**config.mk**
```make
export PLATFORM = sky130hd
export DESIGN_NAME = oneshot_timer
export DESIGN_NICKNAME = d
export VERILOG_FILES = /design/src/rtl/oneshot_timer_pkg.sv /design/src/rtl/oneshot_timer_ctrl.sv /design/src/rtl/oneshot_timer_dp.sv /design/src/rtl/oneshot_timer.sv
export SDC_FILE = /design/constraint.sdc
export NUM_CORES = 1
export LEC_CHECK = 0
export ABC_AREA = 0
export BUFFER_PORTS_ARGS = -buffer_cell sky130_fd_sc_hd__buf_2
export CAP_MARGIN = 20
export CORE_ASPECT_RATIO = 0.75
export CORE_MARGIN = 3
export CORE_UTILIZATION = 37
export CTS_BUF_LIST = sky130_fd_sc_hd__clkbuf_8
export DETAILED_ROUTE_END_ITERATION = 8
export GPL_TIMING_DRIVEN = 1
export PLACE_DENSITY = 0.59
export SETUP_SLACK_MARGIN = 0.2
export SLEW_MARGIN = 20
export SYNTH_ARGS = -nofsm -noshare
export SYNTH_HDL_FRONTEND = slang
export SYNTH_SLANG_ARGS = --single-unit
export TNS_END_PERCENT = 20
```
**constraint.sdc**
```tcl
create_clock -name clk -period 5 [get_ports clk]
set_clock_uncertainty 0.1 [all_clocks]
set_input_delay 0.25 -clock clk [delete_from_list [all_inputs] [get_ports clk]]
set_output_delay 0.25 -clock clk [all_outputs]
set_load 0.05 [all_outputs]
```
**src/rtl/oneshot_timer_pkg.sv**
```systemverilog
package oneshot_timer_pkg;

  localparam int ADDR_W = 2;

  localparam logic [ADDR_W-1:0] ADDR_MODE    = 2'd0;
  localparam logic [ADDR_W-1:0] ADDR_OCTL    = 2'd1;
  localparam logic [ADDR_W-1:0] ADDR_CMP_ON  = 2'd2;
  localparam logic [ADDR_W-1:0] ADDR_CMP_OFF = 2'd3;

  localparam int OC_OE      = 0;
  localparam int OC_TOG_OFF = 1;
  localparam int OC_TOG_ON  = 2;
  localparam int OC_INIT    = 3;
  localparam int OC_ONESHOT = 4;
  localparam int OC_TRIG    = 5;
  localparam int OC_EXT     = 6;

  typedef enum logic [1:0] {
    MODE_STOP    = 2'd0,
    MODE_FREE    = 2'd1,
    MODE_CLR     = 2'd2,
    MODE_CLR_ALT = 2'd3
  } runMode_t;

  typedef struct packed {
    logic cntClr;
    logic cntRun;
    logic ffWrite;
    logic ffVal;
    logic ffTog;
    logic ovfClr;
  } tmrStrobe_t;

endpackage

```
**src/rtl/oneshot_timer_ctrl.sv**
```systemverilog
module oneshot_timer_ctrl
  import oneshot_timer_pkg::*;
#(
  parameter int CNT_W       = 16,
  parameter int SYNC_STAGES = 2
) (
  input  logic                clk,
  input  logic                rstN,
  input  logic                wrEn,
  input  logic [ADDR_W-1:0]   wrAddr,
  input  logic [CNT_W-1:0]    wrData,
  input  logic                extTrig,
  input  logic                eqOn,
  input  logic                eqOff,
  output tmrStrobe_t          strb,
  output logic [CNT_W-1:0]    cmpOn,
  output logic [CNT_W-1:0]    cmpOff,
  output logic                outEn,
  output logic                initLvl,
  output logic                running,
  output logic                oneShot,
  output logic                busy,
  output logic                trigReq
);

  localparam int LAST_STAGE = SYNC_STAGES - 1;

  runMode_t               modeQ;
  logic                   togOffQ;
  logic                   togOnQ;
  logic                   extEnQ;
  logic                   swTrigQ;
  logic [SYNC_STAGES-1:0] syncQ;
  logic                   extPrevQ;
  logic                   wrMode;
  logic                   wrOctl;
  logic                   clrOnOff;
  logic                   extEdge;
  logic                   fire;

  assign wrMode   = wrEn && (wrAddr == ADDR_MODE);
  assign wrOctl   = wrEn && (wrAddr == ADDR_OCTL);
  assign running  = (modeQ != MODE_STOP);
  assign clrOnOff = (modeQ == MODE_CLR) || (modeQ == MODE_CLR_ALT);
  assign extEdge  = syncQ[LAST_STAGE] && !extPrevQ;
  assign trigReq  = swTrigQ || (extEnQ && extEdge);
  assign fire     = trigReq && oneShot && running && !busy;

  // Register file and trigger bookkeeping
  always_ff @(posedge clk or negedge rstN) begin
    if (!rstN) begin
      modeQ   <= MODE_STOP;
      outEn   <= 1'b0;
      togOffQ <= 1'b0;
      togOnQ  <= 1'b0;
      initLvl <= 1'b0;
      oneShot <= 1'b0;
      extEnQ  <= 1'b0;
      swTrigQ <= 1'b0;
      cmpOn   <= '0;
      cmpOff  <= '0;
    end else begin
      if (wrMode) modeQ <= runMode_t'(wrData[1:0]);
      if (wrOctl) begin
        outEn   <= wrData[OC_OE];
        togOffQ <= wrData[OC_TOG_OFF];
        togOnQ  <= wrData[OC_TOG_ON];
        initLvl <= wrData[OC_INIT];
        oneShot <= wrData[OC_ONESHOT];
        extEnQ  <= wrData[OC_EXT];
      end
      if (wrEn && (wrAddr == ADDR_CMP_ON))  cmpOn  <= wrData;
      if (wrEn && (wrAddr == ADDR_CMP_OFF)) cmpOff <= wrData;
      swTrigQ <= wrOctl && wrData[OC_TRIG];
    end
  end

  // External trigger synchroniser with edge history
  generate
    if (SYNC_STAGES > 1) begin : g_sync_chain
      always_ff @(posedge clk or negedge rstN) begin
        if (!rstN) syncQ <= '0;
        else       syncQ <= {syncQ[SYNC_STAGES-2:0], extTrig};
      end
    end else begin : g_sync_single
      always_ff @(posedge clk or negedge rstN) begin
        if (!rstN) syncQ <= '0;
        else       syncQ <= extTrig;
      end
    end
  endgenerate

  always_ff @(posedge clk or negedge rstN) begin
    if (!rstN) extPrevQ <= 1'b0;
    else       extPrevQ <= syncQ[LAST_STAGE];
  end

  // Pulse-in-progress state
  always_ff @(posedge clk or negedge rstN) begin
    if (!rstN)               busy <= 1'b0;
    else if (!running)       busy <= 1'b0;
    else if (fire)           busy <= 1'b1;
    else if (busy && eqOff)  busy <= 1'b0;
  end

  // Strobes toward the datapath
  always_comb begin
    strb        = '0;
    strb.cntRun = running;
    strb.cntClr = !running || fire || (clrOnOff && eqOff);
    strb.ovfClr = wrMode;
    if (wrOctl && !busy) begin
      strb.ffWrite = 1'b1;
      strb.ffVal   = wrData[OC_INIT];
    end else if (oneShot && busy && running && eqOff) begin
      strb.ffWrite = 1'b1;
      strb.ffVal   = initLvl;
    end else if (oneShot && busy && running && eqOn) begin
      strb.ffWrite = 1'b1;
      strb.ffVal   = !initLvl;
    end
    strb.ffTog = !oneShot && running &&
                 ((togOnQ && eqOn) || (togOffQ && eqOff));
  end

endmodule

```
**src/rtl/oneshot_timer_dp.sv**
```systemverilog
module oneshot_timer_dp
  import oneshot_timer_pkg::*;
#(
  parameter int CNT_W = 16
) (
  input  logic             clk,
  input  logic             rstN,
  input  tmrStrobe_t       strb,
  input  logic [CNT_W-1:0] cmpOn,
  input  logic [CNT_W-1:0] cmpOff,
  input  logic             outEn,
  input  logic             initLvl,
  output logic [CNT_W-1:0] cnt,
  output logic             eqOn,
  output logic             eqOff,
  output logic             pulseOut,
  output logic             matchIrq,
  output logic             ovfFlag
);

  localparam logic [CNT_W-1:0] CNT_MAX = {CNT_W{1'b1}};

  logic outFf;

  assign eqOn  = (cnt == cmpOn);
  assign eqOff = (cnt == cmpOff);

  always_ff @(posedge clk or negedge rstN) begin
    if (!rstN)            cnt <= '0;
    else if (strb.cntClr) cnt <= '0;
    else if (strb.cntRun) cnt <= cnt + 1'b1;
  end

  always_ff @(posedge clk or negedge rstN) begin
    if (!rstN)                                            ovfFlag <= 1'b0;
    else if (strb.ovfClr)                                 ovfFlag <= 1'b0;
    else if (strb.cntRun && !strb.cntClr && cnt == CNT_MAX) ovfFlag <= 1'b1;
  end

  always_ff @(posedge clk or negedge rstN) begin
    if (!rstN) matchIrq <= 1'b0;
    else       matchIrq <= strb.cntRun && eqOff;
  end

  always_ff @(posedge clk or negedge rstN) begin
    if (!rstN)             outFf <= 1'b0;
    else if (strb.ffWrite) outFf <= strb.ffVal;
    else if (strb.ffTog)   outFf <= !outFf;
  end

  assign pulseOut = outEn ? outFf : initLvl;

endmodule

```
**src/rtl/oneshot_timer.sv**
```systemverilog
module oneshot_timer
  import oneshot_timer_pkg::*;
#(
  parameter int CNT_W       = 16,
  parameter int SYNC_STAGES = 2
) (
  input  logic             clk,
  input  logic             rstN,
  input  logic             wrEn,
  input  logic [1:0]       wrAddr,
  input  logic [CNT_W-1:0] wrData,
  input  logic             extTrig,
  output logic             pulseOut,
  output logic             matchIrq,
  output logic             ovfFlag
);

  tmrStrobe_t       strb;
  logic [CNT_W-1:0] cmpOn;
  logic [CNT_W-1:0] cmpOff;
  logic [CNT_W-1:0] cntVal;
  logic             outEn;
  logic             initLvl;
  logic             eqOn;
  logic             eqOff;
  logic             running;
  logic             oneShot;
  logic             busy;
  logic             trigReq;

  oneshot_timer_ctrl #(
    .CNT_W      (CNT_W),
    .SYNC_STAGES(SYNC_STAGES)
  ) i_ctrl (
    .clk    (clk),
    .rstN   (rstN),
    .wrEn   (wrEn),
    .wrAddr (wrAddr),
    .wrData (wrData),
    .extTrig(extTrig),
    .eqOn   (eqOn),
    .eqOff  (eqOff),
    .strb   (strb),
    .cmpOn  (cmpOn),
    .cmpOff (cmpOff),
    .outEn  (outEn),
    .initLvl(initLvl),
    .running(running),
    .oneShot(oneShot),
    .busy   (busy),
    .trigReq(trigReq)
  );

  oneshot_timer_dp #(
    .CNT_W(CNT_W)
  ) i_dp (
    .clk     (clk),
    .rstN    (rstN),
    .strb    (strb),
    .cmpOn   (cmpOn),
    .cmpOff  (cmpOff),
    .outEn   (outEn),
    .initLvl (initLvl),
    .cnt     (cntVal),
    .eqOn    (eqOn),
    .eqOff   (eqOff),
    .pulseOut(pulseOut),
    .matchIrq(matchIrq),
    .ovfFlag (ovfFlag)
  );

endmodule

```
==> summary.txt <==
Outcome
  – Outcome: finished with violations
  – Failing checks: negative hold slack

Critical path
  – FF-to-FF path depth: 6
  – Worst setup SP type: register
  – R2R Path End: i_dp.ovfFlag$_DFFE_PN0P_
  – CP arrival: 2.64 ns
  – R2r setup slk: around 2.5 ns
  – Worst Setup End Kind: register
  – WS Path Type: reg2reg
  – Req. time, crit path: approximately 5.1 ns
  – Crit Path Max Fanout: 17
  – R2r startpoint: i_dp.cnt[15]$_DFFE_PN0P_

Route
  – DRT iter0 DRCs: 94
  – Via density: 4.872
  – Post-DR wirelength/cell: approximately 15 um
  – Antenna Nets Post-Route: 0
  – First-pass iteration count of the detailed router: 4
  – Routed via count: 1822
  – Routed WL: approximately 5800 um
  – DRC violations left: 0

Logic synthesis
  – Post-synth design cell area: around 3000 um^2
  – Area contributors post-synth: dfrtp_1, mux2_2, xnor2_1, nor2_1, nand4_1
  – Compound-gate portion of the synthesized area: 0.02496
  – Top cell type's share of synthesized area: 0.5415
  – Post-Synth Simple-Gate Area: 0.1155
  – Syn Area/Cell: 12.02 um^2
  – Gate Count Post-Synth: 246
  – Largest family of logic cells by synthesized area: multiplexers
  – Syn nets: roughly 270
  – Adder-cell share of the synthesized area: 0.004230
  – Yosys reg bits: 64
  – Synth unique cells: 31
  – Sequential area share after synthesis: 0.5415
  – XOR/XNOR Fraction of Synth Area: 0.1392
  – Mux cell area share after synthesis: 0.1485
  – Dominant cell type by area after synthesis: dfrtp_1
  – YS warnings: 0

Timing
  – Relative slew slack: 0.3818
  – Period utilization: 0.5097
  – Final Setup Violations: 0
  – Worst slew pin tran: between 0.9 and 1 ns
  – Final hold vios: 27
  – Slew Viols, Final: 0
  – RSZ-0062 raised after global routing: false
  – Hold slack: -0.02693 ns
  – Min Tclk post-route: 2.549 ns
  – Max Fclk: 0.3924 GHz
  – Setup_tns: 0 ns
  – PnR worst setup slack: approximately 2.5 ns

Floorplanning
  – Initial Utilization: 0.3926
  – Die area: 9114 um^2
  – CORE AREA: 7533 um^2
  – Boundary Pins: 25
  – Chip height: 83.43 um
  – Die X: 109.2 um
  – Row count: 27

Clocking
  – Clock-pin slew of the registers on the worst-case setup and hold paths: ~0.070 ns
  – Post-cts sizing count: 0
  – Clock Tree Root: clkbuf_8
  – H-tree levels: 3
  – Cts bufs inserted: 9
  – Clock latency on the worst-skew pair: ~0.34 ns
  – Post-CTS setup buffers: 0
  – CTS tree: yes
  – CTS Sinks: 64
  – Clk buf depth: 2

Placement
  – Gpl congestion: slightly below 0.9
  – Port buffer count: 24
  – DP HPWL: 4108 um
  – Dpl ws: 2.443 ns
  – Dpl cells: approximately 360

Power and ir drop
  – Power Density: 383.0 nW/um^2
  – Peak VDD IR: 0.0001961 V
  – Leakage: 1.379 nW

GRT
  – Gr ovfl total: 0
  – Vias in the first global route: 1849
  – First-pass GRT wire length: 9439 um
  – Total GRT Usage: 0.1377
  – Largest net degree at the start of global routing: 65
  – Initial antenna violation count: 0

Flow run
  – Max cap viols: 0

Final layout
  – Area Overhead vs Synth: 12.01%
  – Layout cells sized above 1: 0.2784
  – Fin cells: 374
  – NumNets Final: 293
  – Area of the multi-input gates: 1279 um^2
  – Filler cells: 703
  – Antenna diodes: 0
  – Register area: 1602 um^2

Worst hold path
  – Hold Path Class: in2async
cell usage after synthesis:
cell / instances
o21ai_0: 2
a221o_1: 1
o211ai_1: 1
and2_1: 2
nand3b_1: 2
a32oi_1: 1
clkbuf_1: 2
and3_1: 1
xnor2_1: 39
nor4_1: 1
and4_1: 1
xor2_1: 8
o221ai_1: 1
o21bai_1: 1
nand2_1: 9
dfrtp_1: 64
ha_1: 1
mux2_2: 39
nand4_1: 14
clkbuf_2: 3
nand2b_1: 1
buf_2: 8
o22ai_1: 1
nor3b_1: 2
nor4_2: 1
nor2_1: 26
or4_1: 1
nand3_1: 4
nor2b_1: 2
a21oi_1: 3
inv_1: 4
state kept, by name, summed over array words and instances, names as in the netlist, 2 cells and up:
signal / flops
i_ctrl.cmpOff: 16
i_ctrl.cmpOn: 16
i_ctrl.modeQ: 2
i_ctrl.syncQ: 2
i_dp.cnt: 16
where the power goes:
group | internal [mW] | leakage, nW | switching, mW
registers | 0.597 | 0.797 | 0.0737
clock network | 0.181 | 0.0918 | 0.180
logic | 0.128 | 0.490 | 0.109
total | 0.906 | 1.38 | 0.363
per-layer routing:
layer | wire, um | share of wire | track usage
met4 | 57 | 0.0099 | 0.04077
met3 | 243 | 0.042 | 0.05517
met5 | 0 | 0 | 0
met1 | 3025 | 0.52 | 0.2042
met2 | 2438 | 0.42 | 0.1828
logic make-up after synthesis:
logic type      Yosys count
xor+xnor                 47
compound gates           11
buf+inv                  17
simple gates             67
flops                    64
fa+ha+maj                 1
mux                      39
through the flow:
step           instance area (um^2)  utilization  power (mW)  hold WS (ns)
3_3_place_gp                   3149       0.4180      0.9149        0.2348
2_1_floorplan                  2958            -      0.8448       -0.1456
5_1_grt                        3313       0.4398       1.345       0.04716
3_5_place_dp                   3149       0.4180      0.9200        0.2389
6_report                       3313       0.4398       1.269      -0.02693
4_1_cts                        3313       0.4398       1.288      0.009575
what timing repair did:
| item | CTS | global route |
|---|---|---|
| hold endpoints to repair | 1 | 0 |
| hold buffers | 1 | 0 |
| endpoints found under the setup margin | 0 | 0 |
final cells by class:
class / count / area share
clock buffers: 10 / 0.04154
clock inverters: 4 / 0.004909
inverters: 4 / 0.004532
multi-input cells: 165 / 0.3860
flip-flops and latches: 64 / 0.4834
well taps: 101 / 0.03814
repair buffers: 26 / 0.04154
worst max-delay path, cell delays in order, from the launching register on:
cell and delay [ns]:
dfrtp_1 0.43, xnor2_1 0.23, nand4_1 0.14, nor4_2 0.55, a221o_1 0.66, or4_1 0.23
a21oi_1 0.06
cell usage in the layout, fill, tap and decap left out, types with 2 or more instances in the layout:
master    instances
mux2_2           39
xor2_1            8
dfrtp_1          64
nor2b_1           2
nand4_1          14
inv_1             7
buf_2            24
nor2_1           26
xnor2_1          39
nor3b_1           2
and2_1            2
o21ai_0           2
nand3_1           4
clkbuf_8         10
a21oi_1           3
nand3b_1          2
nand2_1           9
worst max path at each step:
| stage | slack, ns | from | end | depth (start not counted) |
|---|---|---|---|---|
| floorplan | 2.96 | i_dp.cnt[9]$_DFFE_PN0P_ | i_dp.ovfFlag$_DFFE_PN0P_ | 7 |
| global placement | 2.52 | i_dp.cnt[10]$_DFFE_PN0P_ | i_dp.ovfFlag$_DFFE_PN0P_ | 6 |
| detailed placement | 2.44 | i_dp.cnt[15]$_DFFE_PN0P_ | i_dp.ovfFlag$_DFFE_PN0P_ | 6 |
| CTS | 2.44 | i_dp.cnt[15]$_DFFE_PN0P_ | i_dp.ovfFlag$_DFFE_PN0P_ | 6 |
| global route | 2.27 | i_dp.cnt[15]$_DFFE_PN0P_ | i_dp.ovfFlag$_DFFE_PN0P_ | 6 |
| finish | 2.45 | i_dp.cnt[15]$_DFFE_PN0P_ | i_dp.ovfFlag$_DFFE_PN0P_ | 6 |
No activity file was read; power rests on OpenSTA's default activity.
